File: src/rtl/fbid_pkg.sv
package fbid_pkg;

  localparam int unsigned FB_NUM_CH = 2;
  localparam int unsigned FB_NSRC   = 2 * FB_NUM_CH;

  typedef enum logic [1:0] {
    SRC_NONE = 2'b00,
    SRC_RX   = 2'b01,
    SRC_TX   = 2'b10
  } src_type_e;

  typedef enum logic [1:0] {
    GATE_ANY_FREE  = 2'd0,
    GATE_LOW_MARK  = 2'd1,
    GATE_HIGH_MARK = 2'd2,
    GATE_DRAINED   = 2'd3
  } gate_code_e;

endpackage

File: src/rtl/fbid_tx_tracker.sv
module fbid_tx_tracker
  import fbid_pkg::*;
#(
  parameter int unsigned DEPTH      = 256,
  parameter int unsigned LVL1_EMPTY = 16,
  parameter int unsigned LVL2_EMPTY = 240,
  localparam int unsigned BID_W     = $clog2(DEPTH),
  localparam int unsigned CNT_W     = BID_W + 1
) (
  input  logic             clk,
  input  logic             rst,
  input  logic             push_i,
  input  logic             pop_i,
  input  logic [1:0]       level_i,
  output logic [CNT_W-1:0] count_o,
  output logic             bid_vld_o,
  output logic [BID_W-1:0] bid_o
);

  logic [CNT_W-1:0] count_q, count_d, free_d;
  logic             push_ok, pop_ok, gate_d;
  logic             vld_q;
  logic [BID_W-1:0] bid_q;
  gate_code_e       gate_code;

  // acceptance judged on the pre-edge count
  always_comb begin
    push_ok = push_i && (count_q != CNT_W'(DEPTH));
    pop_ok  = pop_i && (count_q != '0);
    count_d = count_q;
    if (push_ok && !pop_ok)
      count_d = count_q + CNT_W'(1);
    else if (pop_ok && !push_ok)
      count_d = count_q - CNT_W'(1);
  end

  // gate on the free space that will exist after this edge
  always_comb begin
    free_d    = CNT_W'(DEPTH) - count_d;
    gate_code = gate_code_e'(level_i);
    case (gate_code)
      GATE_ANY_FREE:  gate_d = (free_d >= CNT_W'(1));
      GATE_LOW_MARK:  gate_d = (free_d >= CNT_W'(LVL1_EMPTY));
      GATE_HIGH_MARK: gate_d = (free_d >= CNT_W'(LVL2_EMPTY));
      default:        gate_d = (free_d == CNT_W'(DEPTH));
    endcase
  end

  always_ff @(posedge clk) begin
    if (rst) begin
      count_q <= '0;
      vld_q   <= 1'b1;
      bid_q   <= BID_W'(DEPTH - 1);
    end else begin
      count_q <= count_d;
      vld_q   <= gate_d;
      bid_q   <= gate_d ? BID_W'(CNT_W'(DEPTH - 1) - count_d) : '0;
    end
  end

  assign count_o   = count_q;
  assign bid_vld_o = vld_q;
  assign bid_o     = bid_q;

endmodule

File: src/rtl/fbid_arbiter.sv
module fbid_arbiter #(
  parameter int unsigned NSRC  = 4,
  parameter int unsigned BID_W = 8,
  localparam int unsigned IDX_W = $clog2(NSRC)
) (
  input  logic [NSRC-1:0]            cand_vld,
  input  logic [NSRC-1:0][BID_W-1:0] cand_bid,
  input  logic [BID_W-1:0]           thresh,
  output logic                       win_vld,
  output logic [IDX_W-1:0]           win_idx,
  output logic [BID_W-1:0]           win_bid
);

  // lowest index keeps a tie: only a strictly larger bid displaces it
  always_comb begin
    win_vld = 1'b0;
    win_idx = '0;
    win_bid = '0;
    for (int i = 0; i < NSRC; i++) begin
      if (cand_vld[i] && (cand_bid[i] > thresh) &&
          (!win_vld || (cand_bid[i] > win_bid))) begin
        win_vld = 1'b1;
        win_idx = IDX_W'(i);
        win_bid = cand_bid[i];
      end
    end
  end

endmodule

File: src/rtl/fbid_cir_reg.sv
module fbid_cir_reg
  import fbid_pkg::*;
#(
  parameter int unsigned BID_W = 8
) (
  input  logic             clk,
  input  logic             rst,
  input  logic             load,
  input  logic             win_vld,
  input  logic [1:0]       win_idx,
  input  logic [BID_W-1:0] win_bid,
  output logic             chan_o,
  output logic [1:0]       type_o,
  output logic [BID_W-1:0] bid_o
);

  logic             chan_q;
  src_type_e        type_q;
  logic [BID_W-1:0] bid_q;

  always_ff @(posedge clk) begin
    if (rst) begin
      chan_q <= 1'b0;
      type_q <= SRC_NONE;
      bid_q  <= '0;
    end else if (load) begin
      if (win_vld) begin
        chan_q <= win_idx[1];
        type_q <= win_idx[0] ? SRC_TX : SRC_RX;
        bid_q  <= win_bid;
      end else begin
        chan_q <= 1'b0;
        type_q <= SRC_NONE;
        bid_q  <= '0;
      end
    end
  end

  assign chan_o = chan_q;
  assign type_o = type_q;
  assign bid_o  = bid_q;

endmodule

File: src/rtl/fifo_bid_arbiter.sv
module fifo_bid_arbiter
  import fbid_pkg::*;
#(
  parameter int unsigned DEPTH      = 256,
  parameter int unsigned LVL1_EMPTY = 16,
  parameter int unsigned LVL2_EMPTY = 240,
  localparam int unsigned BID_W     = $clog2(DEPTH),
  localparam int unsigned CNT_W     = BID_W + 1
) (
  input  logic             clk,
  input  logic             rst,
  input  logic             a_push,
  input  logic             a_pop,
  input  logic [1:0]       a_level,
  input  logic             b_push,
  input  logic             b_pop,
  input  logic [1:0]       b_level,
  input  logic             a_rx_vld,
  input  logic [BID_W-1:0] a_rx_bid,
  input  logic             b_rx_vld,
  input  logic [BID_W-1:0] b_rx_bid,
  input  logic [BID_W-1:0] thresh,
  input  logic             int_ack,
  input  logic             cir_update,
  output logic [CNT_W-1:0] a_count,
  output logic             a_tx_vld,
  output logic [BID_W-1:0] a_tx_bid,
  output logic [CNT_W-1:0] b_count,
  output logic             b_tx_vld,
  output logic [BID_W-1:0] b_tx_bid,
  output logic             cir_chan,
  output logic [1:0]       cir_type,
  output logic [BID_W-1:0] cir_bid
);

  localparam int unsigned IDX_W = $clog2(FB_NSRC);

  logic [FB_NUM_CH-1:0]            push_v, pop_v, tx_vld_v, rx_vld_v;
  logic [1:0]                      level_v  [FB_NUM_CH];
  logic [CNT_W-1:0]                count_v  [FB_NUM_CH];
  logic [BID_W-1:0]                tx_bid_v [FB_NUM_CH];
  logic [BID_W-1:0]                rx_bid_v [FB_NUM_CH];
  logic [FB_NSRC-1:0]              cand_vld;
  logic [FB_NSRC-1:0][BID_W-1:0]   cand_bid;
  logic                            win_vld;
  logic [IDX_W-1:0]                win_idx;
  logic [BID_W-1:0]                win_bid;

  assign push_v     = {b_push, a_push};
  assign pop_v      = {b_pop, a_pop};
  assign rx_vld_v   = {b_rx_vld, a_rx_vld};
  assign level_v[0] = a_level;
  assign level_v[1] = b_level;
  assign rx_bid_v[0] = a_rx_bid;
  assign rx_bid_v[1] = b_rx_bid;

  for (genvar g = 0; g < FB_NUM_CH; g++) begin : g_ch
    fbid_tx_tracker #(
      .DEPTH      (DEPTH),
      .LVL1_EMPTY (LVL1_EMPTY),
      .LVL2_EMPTY (LVL2_EMPTY)
    ) trk_i (
      .clk       (clk),
      .rst       (rst),
      .push_i    (push_v[g]),
      .pop_i     (pop_v[g]),
      .level_i   (level_v[g]),
      .count_o   (count_v[g]),
      .bid_vld_o (tx_vld_v[g]),
      .bid_o     (tx_bid_v[g])
    );

    // candidate order sets the tie priority: channel first, receive before transmit
    assign cand_vld[2*g]     = rx_vld_v[g];
    assign cand_bid[2*g]     = rx_bid_v[g];
    assign cand_vld[2*g + 1] = tx_vld_v[g];
    assign cand_bid[2*g + 1] = tx_bid_v[g];
  end

  fbid_arbiter #(
    .NSRC  (FB_NSRC),
    .BID_W (BID_W)
  ) arb_i (
    .cand_vld (cand_vld),
    .cand_bid (cand_bid),
    .thresh   (thresh),
    .win_vld  (win_vld),
    .win_idx  (win_idx),
    .win_bid  (win_bid)
  );

  fbid_cir_reg #(
    .BID_W (BID_W)
  ) cir_i (
    .clk     (clk),
    .rst     (rst),
    .load    (int_ack | cir_update),
    .win_vld (win_vld),
    .win_idx (win_idx),
    .win_bid (win_bid),
    .chan_o  (cir_chan),
    .type_o  (cir_type),
    .bid_o   (cir_bid)
  );

  assign a_count  = count_v[0];
  assign a_tx_vld = tx_vld_v[0];
  assign a_tx_bid = tx_bid_v[0];
  assign b_count  = count_v[1];
  assign b_tx_vld = tx_vld_v[1];
  assign b_tx_bid = tx_bid_v[1];

endmodule

File: config.mk
export PLATFORM = sky130hd
export DESIGN_NAME = fifo_bid_arbiter
export DESIGN_NICKNAME = d
export VERILOG_FILES = /design/src/rtl/fbid_pkg.sv /design/src/rtl/fbid_tx_tracker.sv /design/src/rtl/fbid_arbiter.sv /design/src/rtl/fbid_cir_reg.sv /design/src/rtl/fifo_bid_arbiter.sv
export SDC_FILE = /design/constraint.sdc
export NUM_CORES = 1
export LEC_CHECK = 0
export ABC_CLOCK_PERIOD_IN_PS = 9500
export BUFFER_PORTS_ARGS = -buffer_cell sky130_fd_sc_hd__buf_4
export CAP_MARGIN = 0
export CORE_ASPECT_RATIO = 1.4
export CORE_MARGIN = 3
export CORE_UTILIZATION = 35
export CTS_BUF_LIST = sky130_fd_sc_hd__clkbuf_2
export CTS_CLUSTER_DIAMETER = 60
export DETAILED_ROUTE_END_ITERATION = 7
export GPL_ROUTABILITY_DRIVEN = 0
export PLACE_DENSITY = 0.63
export SETUP_SLACK_MARGIN = 0.4
export SYNTH_ARGS = -nofsm -noshare
export SYNTH_HDL_FRONTEND = slang
export SYNTH_HIERARCHICAL = 1
export SYNTH_SLANG_ARGS = --single-unit
File: constraint.sdc
create_clock -name clk -period 9.5 [get_ports clk]
set_clock_uncertainty 0.2 [all_clocks]
set_input_delay 1.9 -clock clk [delete_from_list [all_inputs] [get_ports clk]]
set_output_delay 1.9 -clock clk [all_outputs]
set_load 0.05 [all_outputs]
==> Flow_metrics.wiki, run 1 <==
{| class="wikitable"
! Metric !! Value
|-
| Outcome || completed
|-
| Setup-failing EPs final || 0
|-
| Mapped Nets || 747
|-
| Maximum fanout encountered on the critical timing path || 16
|-
| Floorplan Core Area || 0.0142 sq mm
|-
| Clock-pin slew on the worst setup and hold paths || 0.26 ns
|-
| Via count of the first global-routing pass || 5004
|-
| Synthesized flop and latch total || 47
|-
| Share of post-route cells with drive strength above 1 || 16.4%
|-
| Setup_tns || 0 ns
|-
| Clock buffers created by TritonCTS || 5
|-
| Number of placed I/O pins || 85
|-
| Post-synth cell types || 73
|-
| Global-route wire length before repair || 24.2 mm
|-
| Cell with the most instances on the worst path || sky130_fd_sc_hd__ha_1
|-
| H-Tree Level Count || 2
|-
| Final min period || 8.77 ns
|-
| Most frequent cells in the layout || 84 x sky130_fd_sc_hd__buf_4, 68 x sky130_fd_sc_hd__ha_1, 47 x sky130_fd_sc_hd__dfxtp_1
|-
| Clk root buf || sky130_fd_sc_hd__clkbuf_2
|-
| RSZ-0062 raised after global routing || false
|-
| Area overhead of the layout relative to synthesis || 13.8%
|-
| Number of antenna repair diodes || 0
|-
| Die height || 149 microns
|-
| Count of buffers added by post-CTS timing repair for setup || 0
|-
| Number of nets with antenna violations after detailed routing || 0
|-
| Die Outline Area || 0.0162 sq mm
|-
| Overall global routing resource usage || 18.3%
|-
| Leftover overflow at the end of global routing || 0
|-
| Total length of routed wires || 15.2 mm
|-
| EDFF count, synth || 0
|-
| Horizontal die dimension || 108 microns
|-
| Hold Vio Cnt, Final || 0
|-
| Post-synthesis async set-or-reset flop share || 0%
|-
| Number of pins exceeding their max-slew limit in the final report || 0
|-
| Seq/Total Area, Yosys || 18.3%
|-
| Number of standard-cell rows in the floorplan || 51
|-
| Number of vias in the routed layout || 5123
|-
| Share of the clock period used by the worst path after layout || 92.3%
|-
| Achievable frequency || 114 MHz
|-
| Initial core utilization || 36.2%
|-
| Number of nets at the end of the flow || 802
|-
| Hold/Removal Path Class || flip-flop to flip-flop
|-
| CTS Sinks || 47
|-
| Cell family with the largest share of critical-path delay || compound AO/OA/AOI/OAI gates
|-
| Crit path launch type || input pin
|-
| Netlist area before placement || 0.00513 sq mm
|-
| Critical path data required time || 9.71 ns
|-
| Clock insertion delay at the later pin of the skew report || 0.43 ns
|-
| Worst slew margin || 40.7%
|-
| Drt pass-1 iters || 8
|-
| Placed wire-length estimate || 12.2 mm
|-
| Synthesized instance count || 641
|-
| Minimum hold slack || 0.290 ns
|-
| Count of yosys warnings during synthesis || 6
|-
| Kind of critical path || input pin to flip-flop
|-
| Number of buffer and inverter instances along the worst setup path || 3
|-
| CTS resizes || 0
|-
| Syn_area_per_cell || 8.01 sq um
|-
| Initial DRC Count || 304
|-
| CTS tree || built
|-
| Most frequent standard cell in the layout excluding fill and tap cells || sky130_fd_sc_hd__buf_4
|-
| Number of port buffers || 84
|-
| Vias per cell || 5.81
|-
| Initial antenna violation count || 0
|-
| Maximum cell stage delay along the critical path || 0.58 ns
|-
| Fillers || 1454
|-
| Top flip-flop cell by instance count after synthesis || sky130_fd_sc_hd__dfxtp_1
|-
| Worst path slowest cell || sky130_fd_sc_hd__a222oi_1
|-
| DR WL/cell || 17.2 microns
|-
| Worst-case clock buffer depth || 2
|-
| Reported max-cap violation count || 0
|-
| Residual DRC || 0
|-
| Total of hold buffers inserted after clock tree synthesis || 0
|-
| Category of the worst setup path capture point || flip-flop
|-
| Maximum number of pins on one net before global-route repair || 32
|-
| Transition time of the tightest slew-check pin || 0.883 ns
|-
| Data arrival time of the critical path || 8.98 ns
|-
| Utilization of the core after routing || 41.2%
|}
through the flow:
| step | area [sq um] | instances | setup WS (ns) |
|---|---|---|---|
| floorplan | 5130 | 641 | 1.38 |
| global placement | 5790 | 874 | 0.500 |
| detailed placement | 5790 | 874 | 0.378 |
| CTS | 5840 | 882 | 0.894 |
| global route | 5840 | 882 | 0.430 |
| finish | 5840 | 882 | 0.731 |
cell families after synthesis:
group	count (synthesis)	share of synthesized area [%]
and+or+nand+nor	244	27.2
xor gates and xnor gates	22	3.75
adders and majority gates	68	16.6
AOI/OAI and AO/OA	176	25.3
muxes	11	2.19
DFF	47	18.3
buffers and inverters	73	6.66
cells in the mapped netlist, types with 15 or more instances:
library cell / instances / area, sq um
sky130_fd_sc_hd__a21oi_1: 44 / 220
sky130_fd_sc_hd__nand2_1: 28 / 105
sky130_fd_sc_hd__nand2b_1: 15 / 93.8
sky130_fd_sc_hd__dfxtp_1: 47 / 941
sky130_fd_sc_hd__nand4_1: 23 / 144
sky130_fd_sc_hd__nand3_1: 23 / 115
sky130_fd_sc_hd__ha_1: 68 / 851
sky130_fd_sc_hd__inv_1: 37 / 139
sky130_fd_sc_hd__nor2_1: 42 / 158
sky130_fd_sc_hd__nor2b_1: 27 / 169
sky130_fd_sc_hd__nor3_1: 20 / 100
final timing paths:
path	slack, ns	depth (start not counted)	end	startpoint
max	0.73	33	cir_i/bid_o[6]$_SDFFE_PP0P_	thresh[7]
min	0.29	2	cir_i/bid_o[7]$_SDFFE_PP0P_	cir_i/bid_o[7]$_SDFFE_PP0P_
max reg2reg	3.03	25	cir_i/bid_o[6]$_SDFFE_PP0P_	g_ch[0].trk_i/bid_o[6]$_SDFF_PP1_
min reg2reg	0.29	2	cir_i/bid_o[7]$_SDFFE_PP0P_	cir_i/bid_o[7]$_SDFFE_PP0P_
routing by layer:
layer | up-vias | track usage (%) | share of wire (%)
met4 | 0 | 8.59 | 4.1
met5 | - | 0 | 0
met3 | 43 | 2.94 | 4.9
met1 | 2383 | 20.5 | 41
met2 | 180 | 33.3 | 51
li1 | 2517 | - | -
state kept, by name, summed over array words and instances (netlist names):
name                  cells
cir_i/bid_o               8
cir_i/chan_o              1
cir_i/type_o              2
g_ch.trk_i/bid_o         16
g_ch.trk_i/bid_vld_o      2
g_ch.trk_i/count_o       18
layout make-up:
class                   count  area, sq um  area share, %
inverters                  37          139           2.38
well taps                 185          231           3.96
clock buffers               5         25.0          0.429
clock inverters             3         22.5          0.386
flip-flops and latches     47          941           16.1
multi-input cells         521         3850           65.9
repair buffers             84          631           10.8
worst register-to-register path, delay by kind of cell (launching register included):
family / cells / cell delay (ns)
AND/OR/NAND/NOR: 9 / 1.62
AO/OA/AOI/OAI: 13 / 3.31
flip-flops: 1 / 0.45
adder cells (fa/ha/maj): 3 / 0.89
Power of run 1 is not shown: default switching activity piles up to over one toggle a cycle in this logic, so the estimate is an artifact.
==> run 2: changes to the inputs <==
- ABC_AREA: default -> 1
==> run 2 against run 1 <==
Compared with the run above: global-route usage is 0.81 points lower; critical path depth rose by 10; synthesized cell count rose by 36%.
==> Flow_metrics.wiki, run 2 <==
{| class="wikitable"
! Metric !! Value
|-
| Outcome || completed
|-
| Hold/Removal Path Class || flip-flop to flip-flop
|-
| Fraction of post-synthesis cell area in the top cell type by area || 17.3% (-1.0 points)
|-
| Final total power || 2.31 mW
|-
| Transition time of the tightest slew-check pin || 0.463 ns (-0.419 ns)
|-
| Cell with the most instances on the worst path || sky130_fd_sc_hd__nand2_1
|-
| Fillers || 1643 (+13%)
|-
| Placed wire-length estimate || 12.4 mm (+1.9%)
|-
| Setup_tns || 0 ns (unchanged)
|-
| Static power due to leakage || 3.46 nW
|-
| Final min period || 7.00 ns (-1.77 ns)
|-
| Maximum number of pins on one net before global-route repair || 32 (unchanged)
|-
| Critical path data required time || 9.72 ns (about the same)
|-
| CTS Sinks || 47 (unchanged)
|-
| Reg2Reg Setup Slack || 4.75 ns (+1.72 ns)
|-
| Number of port buffers || 84 (unchanged)
|-
| Count of buffers added by post-CTS timing repair for setup || 0 (unchanged)
|-
| DR WL/cell || 12.9 microns (-25%)
|-
| Post-synthesis async set-or-reset flop share || 0% (unchanged)
|-
| Top flip-flop cell by instance count after synthesis || sky130_fd_sc_hd__dfxtp_1
|-
| H-Tree Level Count || 2 (unchanged)
|-
| Initial antenna violation count || 1 (+1)
|-
| Initial core utilization || 35.9% (-0.29 points)
|-
| Number of pins exceeding their max-slew limit in the final report || 0 (unchanged)
|-
| Post-synth cell types || 32 (-56%)
|-
| Number of standard-cell rows in the floorplan || 53 (+3.9%)
|-
| Syn_area_per_cell || 6.25 sq um (-22%)
|-
| Max rail drop VDD || 0.000177 V
|-
| Leftover overflow at the end of global routing || 0 (unchanged)
|-
| Data arrival time of the critical path || 7.22 ns (-1.76 ns)
|-
| CTS resizes || 0 (unchanged)
|-
| Count of yosys warnings during synthesis || 6 (unchanged)
|-
| Hold Vio Cnt, Final || 0 (unchanged)
|-
| Most frequent standard cell in the layout excluding fill and tap cells || sky130_fd_sc_hd__nand2_1
|-
| Power Dens Cells || 367 mW/mm^2
|-
| Top cells by instance count after synthesis || 230 x sky130_fd_sc_hd__nand2_1, 153 x sky130_fd_sc_hd__inv_1, 91 x sky130_fd_sc_hd__nand3_1, 74 x sky130_fd_sc_hd__nor2_1, 68 x sky130_fd_sc_hd__ha_1
|-
| Number of nets at the end of the flow || 1058 (+32%)
|-
| Clock-pin slew on the worst setup and hold paths || 0.28 ns (+0.02 ns)
|-
| Number of placed I/O pins || 85 (unchanged)
|-
| Floorplan Core Area || 0.0151 sq mm (+6.7%)
|-
| Worst-case clock buffer depth || 2 (unchanged)
|-
| Most frequent cells in the layout || 230 x sky130_fd_sc_hd__nand2_1, 153 x sky130_fd_sc_hd__inv_1, 91 x sky130_fd_sc_hd__nand3_1
|-
| Number of vias in the routed layout || 5437 (+6.1%)
|-
| Seq/Total Area, Yosys || 17.3% (-1.0 points)
|-
| Vias per cell || 4.74 (-18%)
|-
| Most common cell in the synthesized netlist || sky130_fd_sc_hd__nand2_1
|-
| Overall global routing resource usage || 17.5% (-0.81 points)
|-
| Synthesized flop and latch total || 47 (unchanged)
|-
| Global-route wire length before repair || 24.9 mm (+2.7%)
|-
| Total of hold buffers inserted after clock tree synthesis || 0 (unchanged)
|-
| Worst path slowest cell || sky130_fd_sc_hd__ha_1
|-
| Residual DRC || 0 (unchanged)
|-
| Synthesized instance count || 870 (+36%)
|-
| Initial DRC Count || 261 (-14%)
|-
| Die Outline Area || 0.0171 sq mm (+5.6%)
|-
| Number of buffer and inverter instances along the worst setup path || 7 (+4)
|-
| Share of post-route cells with drive strength above 1 || 20.8% (+4.4 points)
|-
| RSZ-0062 raised after global routing || false
|-
| Worst slew margin || 68.8% (+28 points)
|-
| Via count of the first global-routing pass || 5291 (+5.7%)
|-
| Netlist area before placement || 0.00543 sq mm (+5.9%)
|-
| Cell family with the largest share of critical-path delay || simple AND/OR/NAND/NOR gates
|-
| Clock insertion delay at the later pin of the skew report || 0.45 ns (+0.02 ns)
|-
| Reported max-cap violation count || 0 (unchanged)
|-
| Die height || 153 microns (+2.8%)
|-
| Clk root buf || sky130_fd_sc_hd__clkbuf_2
|-
| Total area of sequential cells || 941 sq um (unchanged)
|-
| Total length of routed wires || 14.8 mm (-2.7%)
|-
| Max FFs per register || 18 (unchanged)
|-
| Top cells by area, synth || sky130_fd_sc_hd__dfxtp_1 17%, sky130_fd_sc_hd__nand2_1 16%, sky130_fd_sc_hd__ha_1 16%
|-
| Area overhead of the layout relative to synthesis || 16.0%
|-
| Drt pass-1 iters || 4 (-4)
|-
| Setup-failing EPs final || 0 (unchanged)
|-
| Clock buffers created by TritonCTS || 5 (unchanged)
|-
| Category of the worst setup path capture point || flip-flop
|-
| EDFF count, synth || 0 (unchanged)
|-
| Horizontal die dimension || 111 microns (+2.7%)
|-
| Area of the multi-input gates || 0.00381 sq mm (-1.0%)
|-
| Maximum cell stage delay along the critical path || 0.30 ns (-0.28 ns)
|-
| Number of nets with antenna violations after detailed routing || 0 (unchanged)
|-
| Kind of critical path || input pin to flip-flop
|-
| Maximum fanout encountered on the critical timing path || 11 (-5)
|-
| Share of the clock period used by the worst path after layout || 73.7% (-19 points)
|-
| Minimum hold slack || 0.285 ns (-0.00585 ns)
|-
| Top cell type by total area after synthesis || sky130_fd_sc_hd__dfxtp_1
|-
| Achievable frequency || 143 MHz (+25%)
|-
| Mapped Nets || 976 (+31%)
|-
| Crit path launch type || input pin
|-
| CTS tree || built
|}
-- run 2: worst paths after layout --
path / start / end / cells after the start
max: thresh[7] / cir_i/type_o[0]$_SDFFE_PP0P_ / 43
min reg2reg: cir_i/chan_o$_SDFFE_PP0P_ / cir_i/chan_o$_SDFFE_PP0P_ / 2
max reg2reg: g_ch[0].trk_i/bid_o[3]$_SDFF_PP1_ / cir_i/type_o[0]$_SDFFE_PP0P_ / 35
min: cir_i/chan_o$_SDFFE_PP0P_ / cir_i/chan_o$_SDFFE_PP0P_ / 2
-- run 2: logic make-up (layout without fill, tap and decap cells) --
| family | after synthesis | after routing | share of synthesized area (%) |
|---|---|---|---|
| XOR/XNOR | 10 | 10 | 1.61 |
| AO/OA/AOI/OAI | 60 | 60 | 6.40 |
| AND/OR/NAND/NOR | 514 | 514 | 46.5 |
| other | 0 | 1 | 0 |
| flip-flops | 47 | 47 | 17.3 |
| buffers and inverters | 171 | 254 | 12.5 |
| adder cells (fa/ha/maj) | 68 | 68 | 15.7 |
-- run 2: power by group --
part	internal, mW	switching, mW	total (mW)
Combinational	0.591	1.21	1.80
Clock	0.0445	0.0699	0.114
Sequential	0.277	0.120	0.396
Total	0.912	1.40	2.31
-- run 2: routing by layer --
| metal | part of all wire [%] | wire length (microns) | GRT usage [%] |
|---|---|---|---|
| met1 | 40 | 5960 | 18.7 |
| met2 | 54 | 7960 | 34.1 |
| met3 | 2.6 | 391 | 1.70 |
| met4 | 3.1 | 456 | 7.65 |
| met5 | 0 | 0 | 0 |
-- run 2: tightest hold or removal path: cells and delay by family (launching register included) --
family / cells / cell delay, ns
AOI/OAI and AO/OA: 1 / 0.05
and+or+nand+nor: 1 / 0.06
DFF: 1 / 0.38
-- run 2: layout make-up --
cell class / count / area share [%]
multi-input combinational: 652 / 60.4
sequential: 47 / 14.9
timing repair buffer: 84 / 10.0
inverter: 162 / 9.68
tap: 192 / 3.81
clock inverter: 3 / 0.695
clock buffer: 5 / 0.397
antenna: 1 / 0.0397
-- run 2: per-stage QoR --
| stage | util, % | cell area [sq um] | cells | setup WS (ns) |
|---|---|---|---|---|
| global placement | 41.2 | 6230 | 1137 | 2.09 |
| floorplan | - | 5430 | 870 | 3.06 |
| finish | 41.7 | 6300 | 1146 | 2.50 |
| global route | 41.7 | 6300 | 1146 | 2.11 |
| detailed placement | 41.2 | 6230 | 1137 | 2.09 |
| CTS | 41.7 | 6300 | 1145 | 2.61 |
No activity file was read; power rests on OpenSTA's default activity.
==> run 3: changes to the inputs <==
- ABC_CLOCK_PERIOD_IN_PS: 9500 -> 5600
- PLACE_DENSITY: 0.63 -> 0.65
- clock period: 9.5 -> 5.6 ns (I/O delays scaled with it)
==> run 3 against run 2 <==
Compared with the run above: the flow now finishes with violations (negative setup slack); critical path type unchanged; sequential cell count stayed put; via count is 10% higher; combinational power up 110%; count of clock-buffer cells in the layout stayed put; clock power is 19% higher; largest cell class unchanged.
==> Flow_metrics.wiki, run 3 (same netlist as run 2, synthesis figures left out) <==
{| class="wikitable"
! Metric !! Value
|-
| Reported max-cap violation count || 0 (unchanged)
|-
| Kind of critical path || input pin to flip-flop
|-
| Worst r2r path cells || 32 (-8.6%)
|-
| Number of placed I/O pins || 85 (unchanged)
|-
| Number of standard-cell rows in the floorplan || 53 (unchanged)
|-
| Number of nets at the end of the flow || 1145 (+8.2%)
|-
| Die Outline Area || 0.0171 sq mm (unchanged)
|-
| Hold/Removal Path Class || flip-flop to flip-flop
|-
| Cell with the most instances on the worst path || sky130_fd_sc_hd__nand2_4
|-
| Maximum fanout encountered on the critical timing path || 8 (-3)
|-
| Clock buffers created by TritonCTS || 5 (unchanged)
|-
| Placed cells || 1198 (+5.4%)
|-
| Max rail drop VDD || 0.000296 V (+68%)
|-
| Worst slew margin || 62.1% (-6.7 points)
|-
| Minimum hold slack || 0.280 ns (-0.00479 ns)
|-
| Worst-case clock buffer depth || 2 (unchanged)
|-
| Number of cells traversed by the worst hold path || 2 (unchanged)
|-
| Worst path slowest cell || sky130_fd_sc_hd__ha_1
|-
| Placed wire-length estimate || 12.5 mm (+0.65%)
|-
| Critical path data required time || 5.79 ns (-3.93 ns)
|-
| PnR worst setup slack || -0.0255 ns (-2.53 ns)
|-
| Cell area reported after detailed placement || 0.00690 sq mm (+11%)
|-
| Vias per cell || 4.85 (+2.2%)
|-
| Crit path launch type || input pin
|-
| Total of hold buffers inserted after clock tree synthesis || 0 (unchanged)
|-
| Number of buffer and inverter instances along the worst setup path || 7 (unchanged)
|-
| Static power due to leakage || 4.05 nW (+17%)
|-
| Max FFs per register || 18 (unchanged)
|-
| CTS tree || built
|-
| Cell family with the largest share of critical-path delay || simple AND/OR/NAND/NOR gates
|-
| Data arrival time of the critical path || 5.81 ns (-1.41 ns)
|-
| RSZ-0062 raised after global routing || true
|-
| Die height || 153 microns (unchanged)
|-
| Number of port buffers || 84 (unchanged)
|-
| Most frequent standard cell in the layout excluding fill and tap cells || sky130_fd_sc_hd__nand2_1
|-
| Via count of the first global-routing pass || 5723 (+8.2%)
|-
| Fillers || 1493 (-9.1%)
|-
| H-Tree Level Count || 2 (unchanged)
|-
| Maximum number of pins on one net before global-route repair || 32 (unchanged)
|-
| Global-route wire length before repair || 26.2 mm (+5.4%)
|-
| Number of vias in the routed layout || 5981 (+10%)
|-
| DR WL/cell || 13.6 microns (+5.9%)
|-
| Maximum cell stage delay along the critical path || 0.29 ns (about the same)
|-
| Area overhead of the layout relative to synthesis || 44.1%
|-
| Clock-pin slew on the worst setup and hold paths || 0.24 ns (-0.04 ns)
|-
| Outcome || finished, violations left
|-
| Depth of the critical timing path with buffers and inverters included || 45 (+4.7%)
|-
| Clock insertion delay at the later pin of the skew report || 0.42 ns (-0.03 ns)
|-
| Leftover overflow at the end of global routing || 0 (unchanged)
|-
| Violated checks || negative setup slack
|-
| Most frequent cells in the layout || 187 x sky130_fd_sc_hd__nand2_1, 153 x sky130_fd_sc_hd__buf_4, 135 x sky130_fd_sc_hd__inv_1
|-
| Initial DRC Count || 269 (+3.1%)
|-
| Share of post-route cells with drive strength above 1 || 38.8% (+18 points)
|-
| Setup-failing EPs final || 5 (+5)
|-
| Horizontal die dimension || 111 microns (unchanged)
|-
| Share of the clock period used by the worst path after layout || 100%
|-
| CTS Sinks || 47 (unchanged)
|-
| Power Dens Cells || 585 mW/mm^2 (+59%)
|-
| Number of pins exceeding their max-slew limit in the final report || 0 (unchanged)
|-
| Number of nets with antenna violations after detailed routing || 0 (unchanged)
|-
| Category of the worst setup path capture point || flip-flop
|-
| Clk root buf || sky130_fd_sc_hd__clkbuf_2
|-
| Hold Vio Cnt, Final || 0 (unchanged)
|-
| Residual DRC || 0 (unchanged)
|-
| Floorplan Core Area || 0.0151 sq mm (unchanged)
|-
| Overall global routing resource usage || 18.4% (+0.88 points)
|-
| Achievable frequency || 178 MHz
|-
| Final standard cell area without fillers || 0.00783 sq mm (+24%)
|-
| Total length of routed wires || 16.8 mm (+14%)
|-
| Initial antenna violation count || 1 (unchanged)
|-
| Initial core utilization || 35.9% (unchanged)
|-
| Final min period || 5.63 ns
|-
| Transition time of the tightest slew-check pin || 0.569 ns (+0.106 ns)
|-
| Count of non-filler cells in the finished layout || 1233 (+7.6%)
|-
| Drt pass-1 iters || 4 (unchanged)
|}
-- run 3: power by group --
| group | leakage (nW) | internal (mW) | total [mW] | switching (mW) |
|---|---|---|---|---|
| clock | 0.0241 | 0.0278 | 0.136 | 0.108 |
| sequential | 0.389 | 0.469 | 0.688 | 0.219 |
| combinational | 3.63 | 1.40 | 3.75 | 2.35 |
-- run 3: cell type report --
type | instances | area, sq um | share of cell area (%)
Antenna cell | 1 | 2.50 | 0.0320
Clock buffer | 5 | 25.0 | 0.320
Clock inverter | 3 | 15.0 | 0.192
Inverter | 162 | 668 | 8.53
Multi-Input combinational cell | 656 | 4620 | 59.1
Sequential cell | 47 | 941 | 12.0
Tap cell | 192 | 240 | 3.07
Timing Repair Buffer | 167 | 1310 | 16.8
-- run 3: worst paths after layout --
check	start	end	slack [ns]
hold / removal	cir_i/bid_o[5]$_SDFFE_PP0P_	cir_i/bid_o[5]$_SDFFE_PP0P_	0.28
setup reg to reg	g_ch[0].trk_i/bid_o[7]$_SDFF_PP1_	cir_i/bid_o[7]$_SDFFE_PP0P_	0.92
setup / recovery	thresh[1]	cir_i/bid_o[7]$_SDFFE_PP0P_	-0.03
hold reg to reg	cir_i/bid_o[5]$_SDFFE_PP0P_	cir_i/bid_o[5]$_SDFFE_PP0P_	0.28
-- run 3: worst reg2reg max path, delay by kind of cell (launching register included) --
kind | cells | cell delay, ns
simple gates | 19 | 1.79
buf+inv | 5 | 0.75
fa+ha+maj | 3 | 0.72
compound gates | 5 | 0.65
flops | 1 | 0.56
-- run 3: metal layers --
layer  share of wire (%)  GRT usage [%]
met5                   0              0
met4                 3.8           8.00
met3                 2.7           1.39
met2                  54           35.5
met1                  40           20.1
-- run 3: metrics by stage --
stage,setup TNS [ns],utilization [%],worst slack [ns],power (mW)
after floorplan,0,-,0.0398,3.07
after global placement,-4.72,45.7,-0.487,3.89
after detailed placement,-5.16,45.7,-0.530,3.92
after CTS,0,50.1,0.170,4.36
after global routing,-1.92,51.8,-0.242,5.00
final,-0.0871,51.8,-0.0255,4.58
-- run 3: repair_timing --
item | CTS | global route
gates cloned | 4 | 0
pin swaps | 69 | 22
buffers inserted | 18 | 4
resized for setup | 103 | 45
setup endpoints to repair | 11 | 11
